--- config.mk ---
export PLATFORM = sky130hd
export DESIGN_NAME = button_value_stepper
export DESIGN_NICKNAME = d
export VERILOG_FILES = /design/src/rtl/vstep_pkg.sv /design/src/rtl/vstep_btn_decode.sv /design/src/rtl/vstep_axis.sv /design/src/rtl/button_value_stepper.sv
export SDC_FILE = /design/constraint.sdc
export NUM_CORES = 1
export LEC_CHECK = 0
export BUFFER_PORTS_ARGS = -buffer_cell sky130_fd_sc_hd__buf_4
export CAP_MARGIN = 20
export CORE_UTILIZATION = 55
export DETAILED_ROUTE_END_ITERATION = 16
export GPL_ROUTABILITY_DRIVEN = 0
export GPL_TIMING_DRIVEN = 0
export HOLD_SLACK_MARGIN = 0.12
export MAX_ROUTING_LAYER = met4
export PLACE_DENSITY_LB_ADDON = 0.3
export SLEW_MARGIN = 20
export SYNTH_ARGS = -nofsm -noshare
export SYNTH_HDL_FRONTEND = slang
export SYNTH_SLANG_ARGS = --single-unit
--- constraint.sdc ---
create_clock -name clk -period 5.9 [get_ports clk]
set_input_delay 0 -clock clk [delete_from_list [all_inputs] [get_ports clk]]
set_output_delay 0 -clock clk [all_outputs]
set_load 0.05 [all_outputs]
--- src/rtl/vstep_pkg.sv ---
// Shared definitions for the bounded value stepper.
// Assumes the button byte layout given in the brief (active high).
package vstep_pkg;
    localparam int BTN_W = 8;

    // Decoded view of the button byte.
    typedef struct packed {
        logic arm_x;
        logic arm_y;
        logic recenter;
        logic up;
        logic down;
        logic left;
        logic right;
    } vstep_btn_t;

    // Bit positions inside the button byte.
    localparam int BIT_ARM_X  = 0;
    localparam int BIT_ARM_Y  = 1;
    localparam int BIT_SELECT = 2;
    localparam int BIT_START  = 3;
    localparam int BIT_UP     = 4;
    localparam int BIT_DOWN   = 5;
    localparam int BIT_LEFT   = 6;
    localparam int BIT_RIGHT  = 7;
endpackage

--- src/rtl/vstep_btn_decode.sv ---
// Splits the raw button byte into named controls.
// Assumes active-high buttons; select and start share the recenter action.
module vstep_btn_decode
    import vstep_pkg::*;
(
    input  logic [BTN_W-1:0] raw,
    output vstep_btn_t       btn
);
    // Pure field extraction.
    always_comb begin
        btn.arm_x    = raw[BIT_ARM_X];
        btn.arm_y    = raw[BIT_ARM_Y];
        btn.recenter = raw[BIT_SELECT] | raw[BIT_START];
        btn.up       = raw[BIT_UP];
        btn.down     = raw[BIT_DOWN];
        btn.left     = raw[BIT_LEFT];
        btn.right    = raw[BIT_RIGHT];
    end
endmodule

--- src/rtl/vstep_axis.sv ---
// One axis: a saturating value with a pair of direction accumulators.
// Each held, armed direction adds INC to its accumulator; when bit FIRE_BIT
// of the result is set and the value is not at the matching limit, the value
// moves one unit and both accumulators clear. NEG_FIRST picks which
// direction is evaluated first within a scan. Assumes scan is a pulse.
module vstep_axis #(
    parameter int VAL_W     = 7,
    parameter int ACC_W     = 8,
    parameter int FIRE_BIT  = 3,
    parameter int INC       = 3,
    parameter int CENTER    = 64,
    parameter bit NEG_FIRST = 1'b0
) (
    input  logic             clk,
    input  logic             rst_n,
    input  logic             scan,
    input  logic             tick,
    input  logic             recenter,
    input  logic             en,
    input  logic             pos_req,
    input  logic             neg_req,
    output logic [VAL_W-1:0] val,
    output logic             chg
);
    localparam logic [VAL_W-1:0] MAX_V    = {VAL_W{1'b1}};
    localparam logic [VAL_W-1:0] MIN_V    = '0;
    localparam logic [VAL_W-1:0] CENTER_V = VAL_W'(CENTER);
    localparam logic [ACC_W-1:0] INC_V    = ACC_W'(INC);

    logic [VAL_W-1:0] val_q, val_n;
    logic [ACC_W-1:0] accp_q, accn_q, accp_n, accn_n;
    logic             chg_q;
    logic             pick_pos;

    // Evaluate both directions in order, each seeing the previous result.
    always_comb begin
        val_n    = val_q;
        accp_n   = accp_q;
        accn_n   = accn_q;
        pick_pos = 1'b0;
        for (int k = 0; k < 2; k++) begin
            pick_pos = NEG_FIRST ? (k == 1) : (k == 0);
            if (pick_pos) begin
                if (en && pos_req) begin
                    accp_n = accp_n + INC_V;
                    if (accp_n[FIRE_BIT] && (val_n != MAX_V)) begin
                        val_n  = val_n + 1'b1;
                        accp_n = '0;
                        accn_n = '0;
                    end
                end
            end else begin
                if (en && neg_req) begin
                    accn_n = accn_n + INC_V;
                    if (accn_n[FIRE_BIT] && (val_n != MIN_V)) begin
                        val_n  = val_n - 1'b1;
                        accp_n = '0;
                        accn_n = '0;
                    end
                end
            end
        end
    end

    // State update: recenter or step on a scan, then tick clears accumulators.
    always_ff @(posedge clk) begin
        if (!rst_n) begin
            val_q  <= CENTER_V;
            accp_q <= '0;
            accn_q <= '0;
            chg_q  <= 1'b0;
        end else begin
            chg_q <= 1'b0;
            if (scan) begin
                if (recenter) begin
                    val_q <= CENTER_V;
                    chg_q <= (val_q != CENTER_V);
                end else begin
                    val_q  <= val_n;
                    accp_q <= accp_n;
                    accn_q <= accn_n;
                    chg_q  <= (val_n != val_q);
                end
            end
            if (tick) begin
                accp_q <= '0;
                accn_q <= '0;
            end
        end
    end

    assign val = val_q;
    assign chg = chg_q;
endmodule

--- src/rtl/button_value_stepper.sv ---
// Top: decodes the button byte and drives two axis steppers.
// Y (armed by B) uses the faster increment and evaluates up first;
// X (armed by A) uses the slower increment and evaluates left first.
module button_value_stepper
    import vstep_pkg::*;
#(
    parameter int VAL_W    = 7,
    parameter int ACC_W    = 8,
    parameter int FIRE_BIT = 3,
    parameter int Y_INC    = 3,
    parameter int X_INC    = 2,
    parameter int CENTER   = 64
) (
    input  logic             clk,
    input  logic             rst_n,
    input  logic             scan_stb,
    input  logic             house_tick,
    input  logic [7:0]       btn_state,
    output logic [VAL_W-1:0] x_val,
    output logic [VAL_W-1:0] y_val,
    output logic             x_chg,
    output logic             y_chg
);
    vstep_btn_t btn;

    vstep_btn_decode u_dec (
        .raw (btn_state),
        .btn (btn)
    );

    vstep_axis #(
        .VAL_W(VAL_W), .ACC_W(ACC_W), .FIRE_BIT(FIRE_BIT),
        .INC(Y_INC), .CENTER(CENTER), .NEG_FIRST(1'b0)
    ) u_y (
        .clk(clk), .rst_n(rst_n), .scan(scan_stb), .tick(house_tick),
        .recenter(btn.recenter), .en(btn.arm_y),
        .pos_req(btn.up), .neg_req(btn.down),
        .val(y_val), .chg(y_chg)
    );

    vstep_axis #(
        .VAL_W(VAL_W), .ACC_W(ACC_W), .FIRE_BIT(FIRE_BIT),
        .INC(X_INC), .CENTER(CENTER), .NEG_FIRST(1'b1)
    ) u_x (
        .clk(clk), .rst_n(rst_n), .scan(scan_stb), .tick(house_tick),
        .recenter(btn.recenter), .en(btn.arm_x),
        .pos_req(btn.right), .neg_req(btn.left),
        .val(x_val), .chg(x_chg)
    );
endmodule

==> key figures, run 1 <==
Floorplan
  • Die outline area: ~4800 um2
  • Die width: 69.6 um
  • Row cnt: 24
  • IO Pins: 28
  • Floorplan Core Area: ~4400 um2
  • Floorplan die height: ~70 um
  • Initial core utilization: 0.574

Synth
  • Avg Synthesized Cell Area: around 7.3 um2
  • Gate count after technology mapping: between 300 and 400
  • Net Count, Synth: 363
  • Synth async-reset ratio: 0
  • Most used flip-flop cell after synthesis: sky130_fd_sc_hd__dfxtp_1
  • Yosys synthesis warning count: 0
  • Number of flops mapped to enable cells by yosys: 0
  • Post-synthesis instance area: about 2500 um2
  • Flip-flop and latch count after synthesis: 30
  • Number of distinct standard cells referenced by the synthesized netlist: 65
  • Portion of the post-synthesis area used by sequential elements: 0.239

Route
  • Antenna Violating Nets Remaining: 0
  • Via count: ~2700
  • Average wire per cell in the routed design: 15.0 um
  • Final routed DRC violation total: 0
  • Detailed-routing iteration count for the pre-antenna-repair pass: 5
  • Via density per instance: 6.26
  • Final routed wirelength across all metal layers: 6.48 mm
  • Drt first-iter violations: about 280

Pwr
  • Switching Fraction: 0.234
  • Net switching power figure: between 100 and 150 uW
  • P per Cell Area: around 150 nW/um2
  • Maximum vdd drop: ~180 uV
  • Leakage power: 1.11 nW
  • Sequential cell fraction of total power: 0.465
  • Total internal power: ~340 uW
  • Clock network fraction of total power: 0.451
  • Power after layout: 438 uW
  • Share of power burned in combinational logic: 0.084

Run status
  • Status: finished, final reports clean

STA
  • Worst Tran Pin Value: about 0.73 ns
  • Max-slew violation total from the final report: 0
  • Final worst path period share: 0.649
  • Setup repair after global routing missed its margin: false
  • Max Clock Skew: roughly 0.008 ns
  • Hold Vio Cnt, Final: 0
  • Final setup slack of the worst path: roughly 2.1 ns
  • Final setup violation count: 0
  • Max-slew headroom: 0.510
  • Final min period: around 3.8 ns
  • Sum of negative setup slack: 0 ns
  • Highest Clock Rate: between 200 and 300 MHz
  • Final hold slack: ~0.23 ns

CTS
  • Number of buffers created by CTS: 5
  • Clock transition time at the flip-flop clock pins of the worst setup and hold paths: 0.07 ns
  • Resized Gates After CTS: 0
  • Total setup buffers inserted after CTS: 0
  • Root buf cell: sky130_fd_sc_hd__clkbuf_8
  • Number of buffers between clock root and the deepest sink: 2
  • Clock network latency to the later pin of the worst-skew pair: between 0.2 and 0.3 ns
  • TritonCTS clock tree: done
  • H-tree lvl count: 2
  • Clk sink count: 30

Finish
  • Ant. Diodes: 0
  • Layout overhead on the synthesized area: 16.0%
  • Share of post-route cells with drive strength above 1: 0.153
  • Nets: ~400
  • Area of all placed cells without fillers: ~2900 um2

Critical path
  • Classification of the worst setup path: register to register
  • Nature of the critical path endpoint: register
  • Worst setup SP type: register
  • Cell chain of the critical path: inv_1 -> ha_1 -> or4b_4 -> o211ai_2 -> and2_1 -> ha_1 -> nand3_1 -> a21oi_1 -> a21o_1 -> o21ai_4 -> xnor2_1 -> a41oi_1 -> a211oi_1 -> a31oi_1
  • Slowest CP cell: sky130_fd_sc_hd__or4b_4
  • Most repeated library cell on the critical path: sky130_fd_sc_hd__ha_1
  • Data arrival time of the worst path: about 4 ns
  • Largest driver fanout on the critical path: 10
  • Data required time of the critical path: between 6 and 7 ns
  • Maximum single-stage delay on the critical path: around 0.54 ns

Global routing
  • Initial antenna violation count: 0
  • Via count of the first global-routing pass: around 2400
  • Largest net degree at the start of global routing: 11
  • Total global routing track utilization: 0.282
  • Global-route wire length before repair: roughly 11 mm
  • Overflow left after global routing: 0

Flow run
  • Count of max-cap constraint violations: 0

Placement
  • Setup WS pre-CTS: approximately 2.1 ns
  • Total of buffers placed on input and output ports: 27
  • Post-placement cell area: 2790 um2
  • Detailed placement HPWL: between 4 and 5 mm

Hold path
  • Hold crit path type: primary input to register
## cells by family (layout without fill, tap and decap cells)
group | after synthesis | in the layout | share of synthesized area
fa+ha+maj | 8 | 8 | 0.0398
buf+inv | 26 | 63 | 0.0517
flops | 30 | 30 | 0.239
simple gates | 159 | 159 | 0.322
compound gates | 90 | 90 | 0.241
mux | 6 | 6 | 0.0239
xor+xnor | 24 | 24 | 0.0835
## what timing repair did
item,4_1_cts,5_1_grt
endpoints found under the setup margin,0,0
hold buffers,2,0
hold endpoints to repair,10,0
## cell usage in the layout (no fill, tap or decap), types with 5 or more instances in the layout
master / n
sky130_fd_sc_hd__nand3_1: 8
sky130_fd_sc_hd__ha_1: 8
sky130_fd_sc_hd__or3_1: 5
sky130_fd_sc_hd__mux2i_1: 6
sky130_fd_sc_hd__nand2_1: 45
sky130_fd_sc_hd__xnor2_1: 14
sky130_fd_sc_hd__inv_1: 6
sky130_fd_sc_hd__and2_1: 5
sky130_fd_sc_hd__clkbuf_8: 8
sky130_fd_sc_hd__and3_1: 5
sky130_fd_sc_hd__nor2_1: 34
sky130_fd_sc_hd__buf_4: 28
sky130_fd_sc_hd__dfxtp_1: 30
sky130_fd_sc_hd__a21oi_1: 22
sky130_fd_sc_hd__nor4_1: 7
sky130_fd_sc_hd__a32oi_1: 5
sky130_fd_sc_hd__xor2_1: 10
sky130_fd_sc_hd__o21ai_0: 20
sky130_fd_sc_hd__clkbuf_1: 10
sky130_fd_sc_hd__nor2b_1: 6
sky130_fd_sc_hd__nor3_1: 18
## area by class of cell
| class | instances | area (um2) |
|---|---|---|
| multi-input combinational | 287 | 1790 |
| buffer | 19 | 104 |
| clock buffer | 8 | 110 |
| fill | 382 | 1470 |
| sequential | 30 | 601 |
| inverter | 7 | 26.3 |
| timing repair buffer | 29 | 223 |
| tap | 52 | 65.1 |
## layer usage
metal  track usage  wire length, um
met2         0.433             3010
met1         0.377             3070
met4        0.0867               64
met3        0.0538              332
met5             -                0
## synth_stat cells, drive strengths merged, types with 3 or more instances
master / n / share of area
nand2: 45 / 0.067
nor2: 35 / 0.053
dfxtp: 30 / 0.24
o21ai: 24 / 0.052
a21oi: 23 / 0.047
nor3: 20 / 0.042
xnor2: 14 / 0.049
clkbuf: 11 / 0.018
xor2: 10 / 0.035
ha: 8 / 0.040
nand3: 8 / 0.016
buf: 7 / 0.019
nor4: 7 / 0.017
and2: 6 / 0.015
inv: 6 / 0.0090
mux2i: 6 / 0.024
nor2b: 6 / 0.015
a32oi: 5 / 0.017
and3: 5 / 0.012
or3: 5 / 0.012
a21boi: 4 / 0.012
a22oi: 4 / 0.012
a31oi: 4 / 0.0099
nand4: 4 / 0.0099
o21a: 4 / 0.012
or2: 4 / 0.0099
a211oi: 3 / 0.0090
o22ai: 3 / 0.0099
or4: 3 / 0.0090
## per-stage QoR
step,cells,utilization
3_5_place_dp,422,0.636
6_report,432,0.666
3_3_place_gp,422,0.635
5_1_grt,432,0.666
2_1_floorplan,343,-
4_1_cts,432,0.666
## flip-flops by register name, indices dropped and copies added (netlist names)
signal,flops
u_y.chg,1
u_y.accn_q,4
u_x.accn_q,3
u_y.accp_q,4
u_x.val,7
u_y.val,7
u_x.accp_q,3
u_x.chg,1
## power by group through the flow
| stage | registers [mW] | logic, mW | clock network [mW] |
|---|---|---|---|
| finish | 0.204 | 0.0369 | 0.197 |
| global route | 0.204 | 0.0402 | 0.209 |
| CTS | 0.204 | 0.0366 | 0.200 |
| detailed placement | 0.208 | 0.0353 | 0 |
| global placement | 0.208 | 0.0347 | 0 |
| floorplan | 0.210 | 0.0191 | 0 |
## path summary, 6_finish.rpt
kind / depth (start not counted) / slack (ns) / to / start
worst max register to register: 14 / 2.07 / u_x.chg$_SDFF_PN0_ / u_x.val[0]$_SDFFE_PN0P_
worst min register to register: 2 / 0.49 / u_x.accp_q[2]$_SDFFE_PP0P_ / u_x.accp_q[2]$_SDFFE_PP0P_
worst min-delay path: 4 / 0.23 / u_x.chg$_SDFF_PN0_ / scan_stb
worst max-delay path: 14 / 2.07 / u_x.chg$_SDFF_PN0_ / u_x.val[0]$_SDFFE_PN0P_
## critical path, delay by kind of cell, from the launching register on
| kind | cells | cell delay (ns) |
|---|---|---|
| AO/OA/AOI/OAI | 7 | 1.40 |
| XOR/XNOR | 1 | 0.36 |
| adder cells (fa/ha/maj) | 2 | 0.54 |
| buffers and inverters | 1 | 0.15 |
| flip-flops | 1 | 0.38 |
| AND/OR/NAND/NOR | 3 | 0.88 |
No activity file was read; power rests on OpenSTA's default activity.
==> run 2, diff against run 1 <==
--- a/config.mk
+++ b/config.mk
@@ -5,9 +5,10 @@
 export SDC_FILE = /design/constraint.sdc
 export NUM_CORES = 1
 export LEC_CHECK = 0
+export ABC_AREA = 1
 export BUFFER_PORTS_ARGS = -buffer_cell sky130_fd_sc_hd__buf_4
 export CAP_MARGIN = 20
-export CORE_UTILIZATION = 55
+export CORE_UTILIZATION = 54
 export DETAILED_ROUTE_END_ITERATION = 16
 export GPL_ROUTABILITY_DRIVEN = 0
 export GPL_TIMING_DRIVEN = 0
==> constraint.sdc (replaced) <==
create_clock -name clk -period 3.31 [get_ports clk]
set_input_delay 0 -clock clk [delete_from_list [all_inputs] [get_ports clk]]
set_output_delay 0 -clock clk [all_outputs]
set_load 0.05 [all_outputs]
==> run 2 against run 1 <==
- die area rose by 5.5%
- clock power increased by 48%
- non-clock buffer count is 6 lower
- synthesized cell count is 27% higher
- first-iteration DRC count is 1.5% higher
- core utilization is 0.053 points lower
- critical path type unchanged
- critical endpoint unchanged
==> key figures, run 2 <==
Hold path
  • Hold path depth: 4 (unchanged)
  • Hold Path End: u_y.val[1]$_SDFFE_PN0P_
  • Critical hold path startpoint: btn_state[2]
  • Hold crit path type: primary input to register

Pwr
  • P per Cell Area: 301 nW/um2 (+100%)
  • Power after layout: 903 uW (+110%)
  • Maximum vdd drop: 160 uV (-10%)
  • Net switching power figure: 319 uW (+210%)
  • Clock network fraction of total power: 0.324 (-0.127)
  • Total internal power: 584 uW (+74%)
  • Switching Fraction: 0.353 (+0.119)
  • Share of power burned in combinational logic: 0.243 (+0.159)
  • Leakage power: 1.42 nW (+28%)
  • Sequential cell fraction of total power: 0.433 (-0.032)

Critical path
  • Reg-to-Reg End: u_x.chg$_SDFF_PN0_
  • Classification of the worst setup path: register to register
  • Slowest CP cell: sky130_fd_sc_hd__dfxtp_1
  • Depth of the most critical reg-to-reg path: 18 (+4)
  • Flop2flop setup slack: 0.41 ns (-1.66 ns)
  • Largest driver fanout on the critical path: 7 (-3)
  • Data required time of the critical path: 3.50 ns (-2.56 ns)
  • Cell chain of the critical path: inv_1 -> ha_1 -> nand4_1 -> nand2_2 -> inv_2 -> nor2_1 -> ha_1 -> xor2_1 -> nor2_2 -> nand2_1 -> nand2_1 -> nand3_1 -> nand2_1 -> nand3_1 -> nor2_1 -> nand3_1 -> nor2_1 -> nor2_1
  • Worst setup SP type: register
  • Most repeated library cell on the critical path: sky130_fd_sc_hd__nor2_1
  • Worst R2R Start: u_x.val[0]$_SDFFE_PN0P_
  • Nature of the critical path endpoint: register
  • Maximum single-stage delay on the critical path: 0.43 ns (-0.11 ns)
  • Data arrival time of the worst path: 3.09 ns (-0.90 ns)

Floorplan
  • Floorplan die height: 71.5 um (+2.7%)
  • Die width: 71.5 um (+2.7%)
  • Die outline area: 5120 um2 (+5.5%)
  • Row cnt: 24 (unchanged)
  • IO Pins: 28 (unchanged)
  • Floorplan Core Area: 4500 um2 (+2.7%)
  • Initial core utilization: 0.579 (+0.00553)

Global routing
  • Via count of the first global-routing pass: 2821 (+19%)
  • Overflow left after global routing: 0 (unchanged)
  • Largest net degree at the start of global routing: 11 (unchanged)
  • Initial antenna violation count: 0 (unchanged)
  • Total global routing track utilization: 0.298 (+0.0155)
  • Global-route wire length before repair: 11.8 mm (+8.2%)

CTS
  • H-tree lvl count: 2 (unchanged)
  • Resized Gates After CTS: 0 (unchanged)
  • Number of buffers between clock root and the deepest sink: 2 (unchanged)
  • TritonCTS clock tree: done
  • Clock network latency to the later pin of the worst-skew pair: 0.29 ns (about the same)
  • Number of buffers created by CTS: 5 (unchanged)
  • Clk sink count: 30 (unchanged)
  • Clock transition time at the flip-flop clock pins of the worst setup and hold paths: 0.07 ns (about the same)
  • Root buf cell: sky130_fd_sc_hd__clkbuf_8

Finish
  • Storage element area: 601 um2 (unchanged)
  • Nets: 495 (+24%)
  • Share of post-route cells with drive strength above 1: 0.152 (-0.00105)
  • Final cell count without fillers: 527 (+22%)
  • Count of filler cells inserted in the layout: 417 (+9.2%)
  • Most frequent standard cell in the layout excluding fill and tap cells: sky130_fd_sc_hd__nand2_1
  • Ant. Diodes: 0 (unchanged)
  • Layout overhead on the synthesized area: 14.8%
  • Multi-input gate area: 1750 um2 (-2.4%)
  • Most frequent cells in the layout: sky130_fd_sc_hd__nand2_1, sky130_fd_sc_hd__inv_1, sky130_fd_sc_hd__nand3_1, sky130_fd_sc_hd__nor2_1
  • Area of all placed cells without fillers: 3000 um2 (+2.7%)

STA
  • Setup repair after global routing missed its margin: false
  • Max-slew headroom: 0.666 (+0.156)
  • Highest Clock Rate: 344 MHz (+32%)
  • Final min period: 2.90 ns (-0.926 ns)
  • Final worst path period share: 0.877 (+0.228)
  • Final setup slack of the worst path: 0.407 ns (-1.66 ns)
  • Max-slew violation total from the final report: 0 (unchanged)
  • Final setup violation count: 0 (unchanged)
  • Worst Tran Pin Value: 0.499 ns (-0.232 ns)
  • Sum of negative setup slack: 0 ns (unchanged)
  • Hold Vio Cnt, Final: 0 (unchanged)
  • Max Clock Skew: 0.00754 ns (-0.000438 ns)

Synth
  • Flip-flop and latch count after synthesis: 30 (unchanged)
  • Synth async-reset ratio: 0 (unchanged)
  • Yosys top cell area share: 0.230 (-0.00858)
  • Avg Synthesized Cell Area: 5.97 um2 (-19%)
  • Most used flip-flop cell after synthesis: sky130_fd_sc_hd__dfxtp_1
  • Most common cell in the netlist: sky130_fd_sc_hd__nand2_1
  • Yosys synthesis warning count: 0 (unchanged)
  • Number of flops mapped to enable cells by yosys: 0 (unchanged)
  • Cell types with the largest area share after synthesis: sky130_fd_sc_hd__dfxtp_1, sky130_fd_sc_hd__nand2_1, sky130_fd_sc_hd__nand3_1
  • Number of distinct standard cells referenced by the synthesized netlist: 35 (-46%)
  • Synth area leader: sky130_fd_sc_hd__dfxtp_1
  • Net Count, Synth: 457 (+26%)
  • Post-synthesis instance area: 2610 um2 (+3.7%)
  • Portion of the post-synthesis area used by sequential elements: 0.230 (-0.00858)
  • Ranking of synthesized cells by instance count: sky130_fd_sc_hd__nand2_1, sky130_fd_sc_hd__inv_1, sky130_fd_sc_hd__nand3_1
  • Gate count after technology mapping: 437 (+27%)

Route
  • Drt first-iter violations: 279 (+1.5%)
  • Final routed DRC violation total: 0 (unchanged)
  • Antenna Violating Nets Remaining: 0 (unchanged)
  • Wire length on met3: 333 um (+0.30%)
  • Amount of wire on met2 after detailed routing: 3.50 mm (+16%)
  • Average wire per cell in the routed design: 13.4 um (-11%)
  • Via density per instance: 5.74 (-8.2%)
  • Via count: 3027 (+12%)
  • Detailed-routing iteration count for the pre-antenna-repair pass: 5 (unchanged)
  • Post-Route M1 WL: 3.04 mm (-1.2%)
  • Final routed wirelength across all metal layers: 7.04 mm (+8.6%)
  • Top layer used by detailed routing: met4

Placement
  • Instance count after placement with tap cells included: 516 (+22%)
  • Total of buffers placed on input and output ports: 27 (unchanged)
  • Post-placement cell area: 2880 um2 (+3.2%)
  • Detailed placement HPWL: 5.35 mm (+13%)
  • Setup WS pre-CTS: 0.439 ns (-1.71 ns)

Run status
  • Status: finished, final reports clean

Flow run
  • Count of max-cap constraint violations: 0 (unchanged)
run 2: layout make-up:
type	instances	share of cell area
clock inverter	2	0.00334
multi-input combinational	340	0.583
tap	52	0.0217
inverter	56	0.0701
sequential	30	0.200
timing repair buffer	31	0.0810
buffer	11	0.0175
clock buffer	5	0.0230
run 2: worst max path at each step:
stage / start / end / slack (ns)
2_1_floorplan: u_x.val[0]$_SDFFE_PN0P_ / u_x.chg$_SDFF_PN0_ / 0.47
3_3_place_gp: u_x.val[0]$_SDFFE_PN0P_ / u_x.chg$_SDFF_PN0_ / 0.49
3_5_place_dp: u_x.val[0]$_SDFFE_PN0P_ / u_x.chg$_SDFF_PN0_ / 0.44
4_1_cts: u_x.val[0]$_SDFFE_PN0P_ / u_x.chg$_SDFF_PN0_ / 0.45
5_1_grt: u_x.val[0]$_SDFFE_PN0P_ / u_x.chg$_SDFF_PN0_ / 0.10
6_report: u_x.val[0]$_SDFFE_PN0P_ / u_x.chg$_SDFF_PN0_ / 0.41
run 2: kinds of logic after synthesis:
kind of cell,synth area share
AO/OA/AOI/OAI,0.127
XOR/XNOR,0.0168
adder cells (fa/ha/maj),0.0384
buffers and inverters,0.101
flip-flops,0.230
AND/OR/NAND/NOR,0.487
run 2: layer usage:
layer,GRT usage,vias to the layer above
met1,0.337,1377
met4,0.142,0
met5,-,-
met2,0.512,97
met3,0.0492,24
li1,-,1529
run 2: worst max-delay path, delay by kind of cell, from the launching register on:
family | cells | cell delay [ns]
buffers and inverters | 2 | 0.31
adders and majority gates | 2 | 0.48
DFF | 1 | 0.43
and+or+nand+nor | 13 | 1.40
xor gates and xnor gates | 1 | 0.18
run 2: stage by stage:
step / util / hold WS [ns]
after floorplan: - / 0.138
after global placement: 0.639 / 0.294
after detailed placement: 0.639 / 0.299
after CTS: 0.665 / 0.129
after global routing: 0.665 / 0.178
final: 0.665 / 0.133
run 2: power groups by stage:
| stage | Combinational [mW] | Clock [mW] | Sequential, mW |
|---|---|---|---|
| final | 0.219 | 0.292 | 0.391 |
| after global routing | 0.242 | 0.309 | 0.393 |
| after CTS | 0.217 | 0.293 | 0.391 |
| after detailed placement | 0.213 | 0 | 0.399 |
| after global placement | 0.208 | 0 | 0.399 |
| after floorplan | 0.118 | 0 | 0.432 |
run 2: repair_timing:
item,CTS,global route
buffers inserted,0,0
hold buffers,4,0
endpoints found under the hold margin,10,0
